<file path="src/rtl/sercfg_pkg.sv">
// Package: shared types and constants for the serial register block.
// Assumes an 8-bit data path; offsets are byte offsets.
package sercfg_pkg;

    localparam int DW       = 8;
    localparam int TXEN_BIT = 5;

    // Decoded register target of one access
    typedef enum logic [3:0] {
        SEL_MODE, SEL_RATE, SEL_CTRL, SEL_TXD, SEL_STAT,
        SEL_FCTL, SEL_RXC, SEL_PORT, SEL_LSR, SEL_NONE
    } sel_e;

    // Status flags, packed high to low: tend, tde, brk, rdf, dr
    typedef struct packed {
        logic tend;
        logic tde;
        logic brk;
        logic rdf;
        logic dr;
    } flags_t;

    // Place the flags at their bit positions in the status byte
    function automatic logic [DW-1:0] pack_status(flags_t f);
        return {1'b0, f.tend, f.tde, f.brk, 2'b00, f.rdf, f.dr};
    endfunction

    // Mode write mask for the selected variant
    function automatic logic [DW-1:0] mode_mask(bit fifo);
        return fifo ? 8'h7B : 8'hFF;
    endfunction

    // Control write mask for the selected variant
    function automatic logic [DW-1:0] ctrl_mask(bit fifo);
        return fifo ? 8'hFB : 8'hFF;
    endfunction

endpackage

</file>
<file path="src/rtl/sercfg_decode.sv">
// Module: offset decoder. Maps a byte offset to one register target, or
// SEL_NONE for misaligned, unmapped, read-only-on-write and FIFO-only
// offsets when the FIFO variant is off. Purely combinational.
module sercfg_decode
    import sercfg_pkg::*;
#(
    parameter bit FIFO_EN = 1'b1,
    parameter int ADDR_W  = 6
) (
    input  logic [ADDR_W-1:0] addr,
    input  logic              is_wr,
    output sel_e              sel
);

    // Decode offset into a register select
    always_comb begin
        sel = SEL_NONE;
        case (addr)
            ADDR_W'('h00): sel = SEL_MODE;
            ADDR_W'('h04): sel = SEL_RATE;
            ADDR_W'('h08): sel = SEL_CTRL;
            ADDR_W'('h0C): sel = SEL_TXD;
            ADDR_W'('h10): sel = FIFO_EN ? SEL_STAT : SEL_NONE;
            ADDR_W'('h18): sel = FIFO_EN ? SEL_FCTL : SEL_NONE;
            ADDR_W'('h1C): sel = (FIFO_EN && !is_wr) ? SEL_RXC : SEL_NONE;
            ADDR_W'('h20): sel = FIFO_EN ? SEL_PORT : SEL_NONE;
            ADDR_W'('h24): sel = FIFO_EN ? SEL_LSR : SEL_NONE;
            default:       sel = SEL_NONE;
        endcase
    end

endmodule

</file>
<file path="src/rtl/sercfg_flags.sv">
// Module: the five status flags. Applies, in order: control-write
// transmit-end set, transmit-write empty clear, status-write clears,
// status-read re-arm, then datapath event sets (events win).
// Assumes at most one bus access per cycle.
module sercfg_flags
    import sercfg_pkg::*;
(
    input  logic   clk,
    input  logic   rst_n,
    input  logic   ctrl_wr,
    input  logic   ctrl_txen_new,
    input  logic   txd_wr,
    input  logic   stat_wr,
    input  flags_t stat_keep,
    input  logic   stat_rd,
    input  logic   txen,
    input  logic   ev_brk,
    input  logic   ev_rdf,
    input  logic   ev_dr,
    output flags_t flags_q
);

    flags_t flags_d;

    // Next-state of the flags from this cycle's access and events
    always_comb begin
        flags_d = flags_q;
        if (ctrl_wr && !ctrl_txen_new) flags_d.tend = 1'b1;
        if (txd_wr)                    flags_d.tde  = 1'b0;
        if (stat_wr)                   flags_d      = flags_q & stat_keep;
        if (stat_rd && txen) begin
            flags_d.tend = 1'b1;
            flags_d.tde  = 1'b1;
        end
        if (ev_brk) flags_d.brk = 1'b1;
        if (ev_rdf) flags_d.rdf = 1'b1;
        if (ev_dr)  flags_d.dr  = 1'b1;
    end

    // Flag register with reset to both transmit flags set
    always_ff @(posedge clk) begin
        if (!rst_n) flags_q <= '{tend: 1'b1, tde: 1'b1, brk: 1'b0, rdf: 1'b0, dr: 1'b0};
        else        flags_q <= flags_d;
    end

endmodule

</file>
<file path="src/rtl/sercfg_regs.sv">
// Module: serial port control/status register block (top).
// Holds configuration registers, drives the transmit strobe and a
// registered read port; status flags live in sercfg_flags.
// Assumes rd_en and wr_en are never high together and CNT_W <= 8.
module sercfg_regs
    import sercfg_pkg::*;
#(
    parameter bit FIFO_EN = 1'b1,
    parameter int ADDR_W  = 6,
    parameter int CNT_W   = 5
) (
    input  logic              clk,
    input  logic              rst_n,
    input  logic              rd_en,
    input  logic              wr_en,
    input  logic [ADDR_W-1:0] addr,
    input  logic [DW-1:0]     wr_data,
    input  logic [CNT_W-1:0]  rx_count,
    input  logic              ev_brk,
    input  logic              ev_rx_full,
    input  logic              ev_rx_ready,
    output logic [DW-1:0]     rd_data,
    output logic              rd_valid,
    output logic              acc_err,
    output logic              tx_strobe,
    output logic [DW-1:0]     tx_byte,
    output logic [DW-1:0]     mode_o,
    output logic [DW-1:0]     rate_o,
    output logic [DW-1:0]     ctrl_o,
    output logic [DW-1:0]     fifo_ctl_o,
    output logic [DW-1:0]     port_o
);

    localparam logic [DW-1:0] MODE_MASK = mode_mask(FIFO_EN);
    localparam logic [DW-1:0] CTRL_MASK = ctrl_mask(FIFO_EN);
    localparam logic [DW-1:0] TXD_RST   = FIFO_EN ? 8'h00 : 8'hFF;

    sel_e          sel;
    flags_t        flags_q;
    flags_t        stat_keep;
    logic          hit;
    logic          wr_ok;
    logic          rd_ok;
    logic [DW-1:0] txd_q;
    logic [DW-1:0] rd_mux;

    sercfg_decode #(.FIFO_EN(FIFO_EN), .ADDR_W(ADDR_W)) u_decode (
        .addr  (addr),
        .is_wr (wr_en),
        .sel   (sel)
    );

    assign hit       = (sel != SEL_NONE);
    assign wr_ok     = wr_en && hit;
    assign rd_ok     = rd_en && !wr_en && hit;
    assign stat_keep = '{tend: wr_data[6], tde: wr_data[5], brk: wr_data[4],
                         rdf: wr_data[1], dr: wr_data[0]};

    sercfg_flags u_flags (
        .clk           (clk),
        .rst_n         (rst_n),
        .ctrl_wr       (wr_ok && sel == SEL_CTRL),
        .ctrl_txen_new (wr_data[TXEN_BIT]),
        .txd_wr        (wr_ok && sel == SEL_TXD),
        .stat_wr       (wr_ok && sel == SEL_STAT),
        .stat_keep     (stat_keep),
        .stat_rd       (rd_ok && sel == SEL_STAT),
        .txen          (ctrl_o[TXEN_BIT]),
        .ev_brk        (ev_brk),
        .ev_rdf        (ev_rx_full),
        .ev_dr         (ev_rx_ready),
        .flags_q       (flags_q)
    );

    // Configuration registers: store masked write data on a legal write
    always_ff @(posedge clk) begin
        if (!rst_n) begin
            mode_o     <= '0;
            rate_o     <= 8'hFF;
            ctrl_o     <= '0;
            txd_q      <= TXD_RST;
            fifo_ctl_o <= '0;
            port_o     <= '0;
        end else if (wr_ok) begin
            case (sel)
                SEL_MODE: mode_o     <= wr_data & MODE_MASK;
                SEL_RATE: rate_o     <= wr_data;
                SEL_CTRL: ctrl_o     <= wr_data & CTRL_MASK;
                SEL_TXD:  txd_q      <= wr_data;
                SEL_FCTL: fifo_ctl_o <= wr_data;
                SEL_PORT: port_o     <= wr_data;
                default:  ;
            endcase
        end
    end

    // Read multiplexer; unmapped selects read all ones
    always_comb begin
        case (sel)
            SEL_MODE: rd_mux = mode_o;
            SEL_RATE: rd_mux = rate_o;
            SEL_CTRL: rd_mux = ctrl_o;
            SEL_TXD:  rd_mux = txd_q;
            SEL_STAT: rd_mux = pack_status(flags_q);
            SEL_FCTL: rd_mux = fifo_ctl_o;
            SEL_RXC:  rd_mux = DW'(rx_count);
            SEL_PORT: rd_mux = port_o;
            SEL_LSR:  rd_mux = '0;
            default:  rd_mux = '1;
        endcase
    end

    // Registered bus responses and transmit strobe
    always_ff @(posedge clk) begin
        if (!rst_n) begin
            rd_data   <= '0;
            rd_valid  <= 1'b0;
            acc_err   <= 1'b0;
            tx_strobe <= 1'b0;
            tx_byte   <= '0;
        end else begin
            rd_valid  <= rd_en;
            acc_err   <= (rd_en || wr_en) && !hit;
            tx_strobe <= wr_ok && sel == SEL_TXD;
            if (rd_en)                     rd_data <= rd_mux;
            if (wr_ok && sel == SEL_TXD)   tx_byte <= wr_data;
        end
    end

endmodule

</file>
<file path="config.mk">
export PLATFORM = sky130hd
export DESIGN_NAME = sercfg_regs
export DESIGN_NICKNAME = d
export VERILOG_FILES = /design/src/rtl/sercfg_pkg.sv /design/src/rtl/sercfg_decode.sv /design/src/rtl/sercfg_flags.sv /design/src/rtl/sercfg_regs.sv
export SDC_FILE = /design/constraint.sdc
export NUM_CORES = 1
export LEC_CHECK = 0
export BUFFER_PORTS_ARGS = -buffer_cell sky130_fd_sc_hd__buf_2
export CORE_ASPECT_RATIO = 1.2
export CORE_MARGIN = 4
export CORE_UTILIZATION = 52
export DETAILED_ROUTE_END_ITERATION = 10
export PLACE_DENSITY = 0.8
export SETUP_SLACK_MARGIN = 0.05
export SLEW_MARGIN = 20
export SYNTH_ARGS = -nofsm -noshare
export SYNTH_HDL_FRONTEND = slang
export SYNTH_SLANG_ARGS = --single-unit
</file>
<file path="constraint.sdc">
create_clock -name clk -period 1.8 [get_ports clk]
set_input_delay 0.18 -clock clk [delete_from_list [all_inputs] [get_ports clk]]
set_output_delay 0.18 -clock clk [all_outputs]
set_load 0.01 [all_outputs]
</file>
==> results of run 1 <==
==> routing by layer <==
| metal | vias up | part of all wire [%] |
|---|---|---|
| li1 | 1344 | - |
| met1 | 1359 | 42 |
| met2 | 138 | 48 |
| met3 | 21 | 7.8 |
| met4 | 0 | 2.3 |
| met5 | - | 0 |
==> stage by stage <==
step / instances / worst slack [ns] / instance area [um^2] / hold slack [ns]
5_1_grt: 485 / 0.222 / 3670 / 0.0501
6_report: 485 / 0.401 / 3670 / 0.0472
2_1_floorplan: 325 / 0.272 / 2950 / 0.304
3_5_place_dp: 469 / 0.0473 / 3510 / 0.395
4_1_cts: 485 / 0.420 / 3670 / 0.0388
3_3_place_gp: 469 / 0.0973 / 3510 / 0.389
==> area by class of cell <==
| type | instances | area, um^2 | share of cell area, % |
|---|---|---|---|
| clock buffers | 11 | 131 | 3.58 |
| clock inverters | 5 | 27.5 | 0.751 |
| inverters | 5 | 18.8 | 0.512 |
| multi-input cells | 233 | 1580 | 43.2 |
| flip-flops and latches | 61 | 1220 | 33.3 |
| well taps | 62 | 77.6 | 2.12 |
| repair buffers | 108 | 608 | 16.6 |
==> flip-flops by register name (all words and copies together) (netlist names), 5 cells and up <==
name,flops
fifo_ctl_o,8
u_flags.flags_q,5
ctrl_o,7
txd_q,8
port_o,8
rate_o,8
mode_o,6
rd_data,8
==> synth_stat cells (5+ instances only) <==
master    instances  share of area, %
dfxtp_1          61                42
mux2i_1          38                13
nor2b_1          36               7.7
nand3_1          25               4.3
nand2_1          22               2.8
clkbuf_1         16               2.0
o21ai_0          12               2.0
nor3_1           10               1.7
a21boi_0          8               2.0
nor2_1            8               1.0
a31oi_1           7               1.5
nand3b_1          7               1.8
o21a_1            6               1.5
buf_4             5               1.3
inv_1             5              0.64
==> path summary, 6_finish.rpt <==
check                                 start                  to  slack [ns]  depth (start not counted)
worst max-delay path                addr[3]            txd_q[2]        0.40                          6
worst min-delay path            ev_rx_ready  u_flags.flags_q[0]        0.05                          2
worst max register to register    port_o[0]          rd_data[0]        0.59                          4
worst min register to register    rate_o[2]           rate_o[2]        0.48                          2
==> cell families (layout without fill, tap and decap cells) <==
group	Yosys count	after routing	synth area share (%)
buffers and inverters	31	129	4.98
AND/OR/NAND/NOR	133	133	26.2
multiplexers	39	39	13.3
other	1	3	0.128
flip-flops	61	61	41.6
AO/OA/AOI/OAI	58	58	13.8
==> power by group <==
part / total, mW / switching [mW] / internal (mW)
Combinational: 0.283 / 0.170 / 0.113
Sequential: 1.39 / 0.0129 / 1.38
Clock: 1.03 / 0.537 / 0.490
Total: 2.70 / 0.720 / 1.98
==> layout by cell type, fill, tap and decap left out, drive strengths merged, types with 4 or more instances in the layout <==
| cell | synthesis | routed |
|---|---|---|
| nor2 | 9 | 9 |
| nand3b | 7 | 7 |
| clkinv | 0 | 4 |
| mux2i | 38 | 38 |
| nor3 | 10 | 10 |
| clkbuf | 16 | 11 |
| nand3 | 27 | 27 |
| nor2b | 36 | 36 |
| buf | 10 | 108 |
| a31oi | 7 | 7 |
| inv | 5 | 5 |
| o21ai | 12 | 12 |
| o21a | 6 | 6 |
| nand2 | 22 | 22 |
| a21boi | 8 | 8 |
| dfxtp | 61 | 61 |
==> worst register-to-register path, stage by stage (launching register included) <==
cell,delay (ns)
dfxtp_1,0.38
nand3b_1,0.09
a2111oi_0,0.42
a221oi_1,0.09
a31oi_1,0.17
==> results.ini, run 1 <==
[outcome]
status=finished, final reports clean

[timing]
fmax_mhz=715
min_period_over_period_pct=77.7
fin_skew_ns=0.00636
worstMarginPinSlew_ns=0.512
setup_violations=0
fin_crit_ns=1.40
hold_violations=0
finalSetupTns_ns=0
rsz0062_at_grt=false
slew_headroom_pct=65.4
drv_slew=0

[synthesis]
async_flop_share_pct=0
yosysSeqAreaShare_pct=41.6
synth.cell_area_um2=2940
synth.avg_cell_area_um2=9.10
synth_edf_count=0
ys_seq_elements=61
ys_types=50
syn-instance-count=323
synth_top_flop_cell=dfxtp_1
synth_warnings=0

[placement]
dp_hpwl_um=6700
place_congestion=0.924
numPortBuffers=81

[clock_tree]
numCtsBuffers=9
postCtsSetupBuffers=0
cts_tree=yes
cts_max_path_buffers=2
postCtsHoldBufs=0
clk_latency_ns=0.34
htreeDepth=3
root_buffer=clkbuf_8
post_cts_resized=0
clk_pin_slew_ns=0.07
clkSinkCount=61

[critical_path]
cp_num_buf_inv=2
cp_top_family=simple AND/OR/NAND/NOR gates
crit_path_top_delay_cell=or3b_1
arrival_ns=1.64
criticalPathCategory=input port to flop
crit_path_max_incr_delay_ns=0.48
path_max_fanout=12
worstPathRequired_ns=2.04
path_cells=buf_2, or3b_1, nor3_2, buf_4, mux2i_1, nor2b_1
start_kind=input port
cp-end-kind=flop

[min_path]
hold_class=input port to flop

[grt]
grt_max_degree=33
antenna_found_initial=0
grt_usage_pct=27.1
grtUsageMet1_pct=34.3
overflow=0
grt_pass1_wl_um=14800
grt_util_met3_pct=6.29
gr-usage-met2_pct=42.4
first_global_vias=2855
top_usage_layer=met2

[floorplan]
die_w_um=76.6
die_area_um2=6920
boundaryPins=85
start_util_pct=54.7
fp-row-count=29
die_height_um=90.3
core_um2=5370

[run]
drv_cap=0

[routing]
num_vias=2862
routedWlPerCell_um=18.9
vias_per_cell=5.90
wirelength_um=9150
remaining_drc_errors=0
ant_nets=0
first_pass_iters=4
initialDrtViolationCount=254

[power]
finalPower_mw=2.70
power_density_nw_per_um2=736
vdd_drop_max_v=0.000649
p_leak_nw=1.68

[final_layout]
drive_gt1_share_pct=31.2
num-fill-cells=468
area_delta_synth_final_pct=24.8
final_util_pct=68.3
num_antenna_cells=0
fin_nets=444

Power figures use the tool's default switching activity.
==> run 2, diff against run 1 <==
- clock period: 1.8 -> 1.5 ns (I/O delays scaled with it)
==> results.ini, run 2 (synthesized netlist as in run 1, its figures left out) <==
[min_path]
hold_class=input port to flop

[clock_tree]
htreeDepth=3
clk_latency_ns=0.35
clkSinkCount=61
postCtsHoldBufs=0
cts_max_path_buffers=2
postCtsSetupBuffers=0
numCtsBuffers=9
root_buffer=clkbuf_8
clk_pin_slew_ns=0.07
post_cts_resized=0
cts_tree=yes

[placement]
dp_hpwl_um=6980
numPortBuffers=81
place_congestion=0.936
pre_cts_slack_ns=-0.128

[critical_path]
crit_path_max_incr_delay_ns=0.60
arrival_ns=1.56
cp-end-kind=flop
cp_top_family=simple AND/OR/NAND/NOR gates
cp_num_buf_inv=2
path_cells=buf_2, buf_4, or4_1, o31ai_1, o21ai_0, a31oi_1
path_max_fanout=6
start_kind=input port
criticalPathCategory=input port to flop
crit_path_top_delay_cell=or4_1
worstPathRequired_ns=1.78

[power]
p_switching_mw=0.882
vdd_drop_max_v=0.000597
power_density_nw_per_um2=858
p_comb_share_pct=11.4
p_int_mw=2.45
p_seq_share_pct=50.1
p_leak_nw=1.80
switching_share_pct=26.5
p_clk_share_pct=38.5

[final_layout]
final_cell_mix=81 x buf_2, 61 x dfxtp_1, 49 x buf_4, 38 x mux2i_1, 36 x nor2b_1
area_delta_synth_final_pct=32.1
layout_commonest_cell=buf_2
num_antenna_cells=0
num-fill-cells=435
drive_gt1_share_pct=35.0
fin_nets=468
final_util_pct=72.3

[floorplan]
fp-row-count=29
die_area_um2=6920
core_um2=5370
boundaryPins=85
die_w_um=76.6
start_util_pct=54.7
die_height_um=90.3

[routing]
ant_nets=0
remaining_drc_errors=0
initialDrtViolationCount=255
vias_per_cell=5.82
first_pass_iters=5
num_vias=2956
routedWlPerCell_um=18.5
wirelength_um=9410

[grt]
overflow=0
antenna_found_initial=0
first_global_vias=2836
grt_pass1_wl_um=14800
grt_usage_pct=27.4
grt_max_degree=62

[timing]
whs_ns=0.0168
min_period_over_period_pct=85.4
drv_slew=0
hold_violations=0
finalSetupTns_ns=0
fin_skew_ns=0.00690
fin_crit_ns=1.28
final.setup.worst_slack_ns=0.219
setup_violations=0
fmax_mhz=781
rsz0062_at_grt=false

[outcome]
status=finished, final reports clean

[run]
drv_cap=0

run 2: per-layer routing:
layer	wire length (um)	part of all wire, %	track usage, %
met5	0	0	0
met4	284	3.0	13.9
met3	656	7.0	4.49
met2	4450	47	43.1
met1	4020	43	36.0
run 2: stage by stage:
stage / instances / cell area (um^2) / total power, mW
2_1_floorplan: 325 / 2950 / 1.89
3_3_place_gp: 493 / 3710 / 2.07
3_5_place_dp: 493 / 3710 / 2.08
4_1_cts: 508 / 3880 / 3.33
5_1_grt: 508 / 3880 / 3.44
6_report: 508 / 3880 / 3.33
run 2: layout make-up:
| type | instances | area (um^2) | area share [%] |
|---|---|---|---|
| timing repair buffer | 132 | 813 | 21.0 |
| multi-input combinational | 233 | 1580 | 40.8 |
| tap | 62 | 77.6 | 2.00 |
| clock buffer | 11 | 141 | 3.64 |
| inverter | 5 | 18.8 | 0.484 |
| clock inverter | 4 | 25.0 | 0.645 |
| sequential | 61 | 1220 | 31.5 |
run 2: power by group through the flow:
stage / Combinational (mW) / Sequential, mW / Clock [mW]
after detailed placement: 0.373 / 1.70 / 0
after CTS: 0.376 / 1.67 / 1.28
after floorplan: 0.178 / 1.72 / 0
final: 0.381 / 1.67 / 1.28
after global routing: 0.407 / 1.67 / 1.36
after global placement: 0.371 / 1.70 / 0
run 2: path summary, 6_finish.rpt:
kind / slack, ns / cells past startpoint / endpoint / from
hold reg to reg: 0.49 / 2 / rate_o[2] / rate_o[2]
setup reg to reg: 0.26 / 4 / rd_data[0] / port_o[0]
setup / recovery: 0.22 / 6 / rd_data[3] / addr[2]
hold / removal: 0.02 / 2 / u_flags.flags_q[1] / ev_rx_full
==> run 3, diff against run 2 <==
- GPL_TIMING_DRIVEN: not set -> 0
- HOLD_SLACK_MARGIN: not set -> 0.03
==> results.ini, run 3 (synthesized netlist as in run 1, its figures left out) <==
[outcome]
status=finished, final reports clean

[grt]
grt_usage_pct=29.5
gr-usage-met2_pct=46.8
overflow=0
grtUsageMet1_pct=36.4
first_global_vias=2998
grt_pass1_wl_um=16100
grt_max_degree=11
grt_util_met3_pct=7.29
antenna_found_initial=0
top_usage_layer=met2

[timing]
drv_slew=0
worstMarginPinSlew_ns=0.608
setup_violations=0
rsz0062_at_grt=true
final.setup.worst_slack_ns=0.0767
slew_headroom_pct=59.5
fin_crit_ns=1.42
finalSetupTns_ns=0
whs_ns=0.0848
fmax_mhz=703
fin_skew_ns=0.0103
hold_violations=0
min_period_over_period_pct=94.9

[floorplan]
fp-row-count=29
die_w_um=76.6
start_util_pct=54.7
die_height_um=90.3
boundaryPins=85
core_um2=5370
die_area_um2=6920

[routing]
ant_nets=0
vias_per_cell=5.89
initialDrtViolationCount=229
remaining_drc_errors=0
routedWlPerCell_um=19.9
first_pass_iters=5
wirelength_um=9830
num_vias=2903

[final_layout]
stdcell_area_um2=3750
final_cell_mix=83 x buf_2, 61 x dfxtp_1, 38 x mux2i_1, 36 x nor2b_1, 25 x nand3_1
num_antenna_cells=0
drive_gt1_share_pct=29.5
area_delta_synth_final_pct=27.7
num-fill-cells=446
layout_commonest_cell=buf_2
fin_nets=453

[critical_path]
cp_num_buf_inv=3
path_cells=buf_2, or3b_1, clkbuf_1, nor3_2, buf_4, mux2i_1, nor2b_1
worstPathRequired_ns=1.73
cp_top_family=simple AND/OR/NAND/NOR gates
crit_path_max_incr_delay_ns=0.38
cp-end-kind=flop
path_max_fanout=7
crit_path_top_delay_cell=or3b_1
criticalPathCategory=input port to flop
start_kind=input port
arrival_ns=1.66

[placement]
place_area_um2=3420
place_congestion=0.954
pre_cts_slack_ns=-0.566
dp_hpwl_um=6800
numPortBuffers=80

[clock_tree]
clkSinkCount=61
numCtsBuffers=9
root_buffer=clkbuf_8
cts_max_path_buffers=2
cts_tree=yes
clk_latency_ns=0.34
htreeDepth=3
clk_pin_slew_ns=0.06

[min_path]
hold_class=input port to flop

[power]
p_leak_nw=1.69
power_density_nw_per_um2=932
vdd_drop_max_v=0.000684
finalPower_mw=3.50

[run]
drv_cap=0

run 3: changes by cell type in the layout (fill, tap and decap cells not counted), sizes merged:
cell	before	now
buf	132	97
dlygate4sd3	0	3
clkinvlp	2	0
clkinv	2	0
clkbuf	11	31
bufinv	0	1
run 3: path summary, 6_finish.rpt:
| path | startpoint | endpoint | slack [ns] | cells past startpoint |
|---|---|---|---|---|
| max | addr[1] | txd_q[6] | 0.08 | 7 |
| min | rx_count[2] | rd_data[2] | 0.08 | 3 |
| min reg2reg | ctrl_o[0] | ctrl_o[0] | 0.48 | 2 |
| max reg2reg | port_o[0] | rd_data[0] | 0.26 | 4 |
run 3: final cells by class:
cell class | count | area (um^2) | area share [%]
inverters | 5 | 18.8 | 0.500
flip-flops and latches | 61 | 1220 | 32.5
multi-input cells | 233 | 1620 | 43.2
repair buffers | 91 | 490 | 13.1
well taps | 62 | 77.6 | 2.07
clock inverters | 1 | 30.0 | 0.800
plain buffers | 26 | 131 | 3.50
clock buffers | 14 | 163 | 4.33
run 3: where the power goes:
part           switching, mW  internal, mW  leakage, nW  total [mW]
registers             0.0175          1.65        0.496        1.67
logic                  0.225         0.143         1.10       0.368
clock network          0.606         0.852       0.0968        1.46
total                  0.849          2.65         1.69        3.50
run 3: what timing repair did:
action | in CTS | in global routing
endpoints found under the hold margin | 3 | 0
setup endpoints to repair | 35 | 27
hold buffers | 3 | 0
gates cloned | 0 | 1
setup buffers | 5 | 2
pin swaps | 2 | 1
gates resized for setup | 3 | 13
run 3: through the flow:
step | utilization, % | cells
floorplan | - | 325
global placement | 63.7 | 467
detailed placement | 63.7 | 467
CTS | 68.8 | 490
global route | 69.9 | 493
finish | 69.9 | 493
run 3: worst min-delay path, delay by kind of cell:
family          cells  cell delay [ns]
compound gates      1             0.07
buf+inv             1             0.10
simple gates        1             0.05
run 3: layer usage:
layer	vias to the layer above	part of all wire [%]	routed length (um)
met3	29	8.3	816
met5	-	0	0
li1	1373	-	-
met4	0	3.4	330
met2	142	48	4690
met1	1359	41	3990
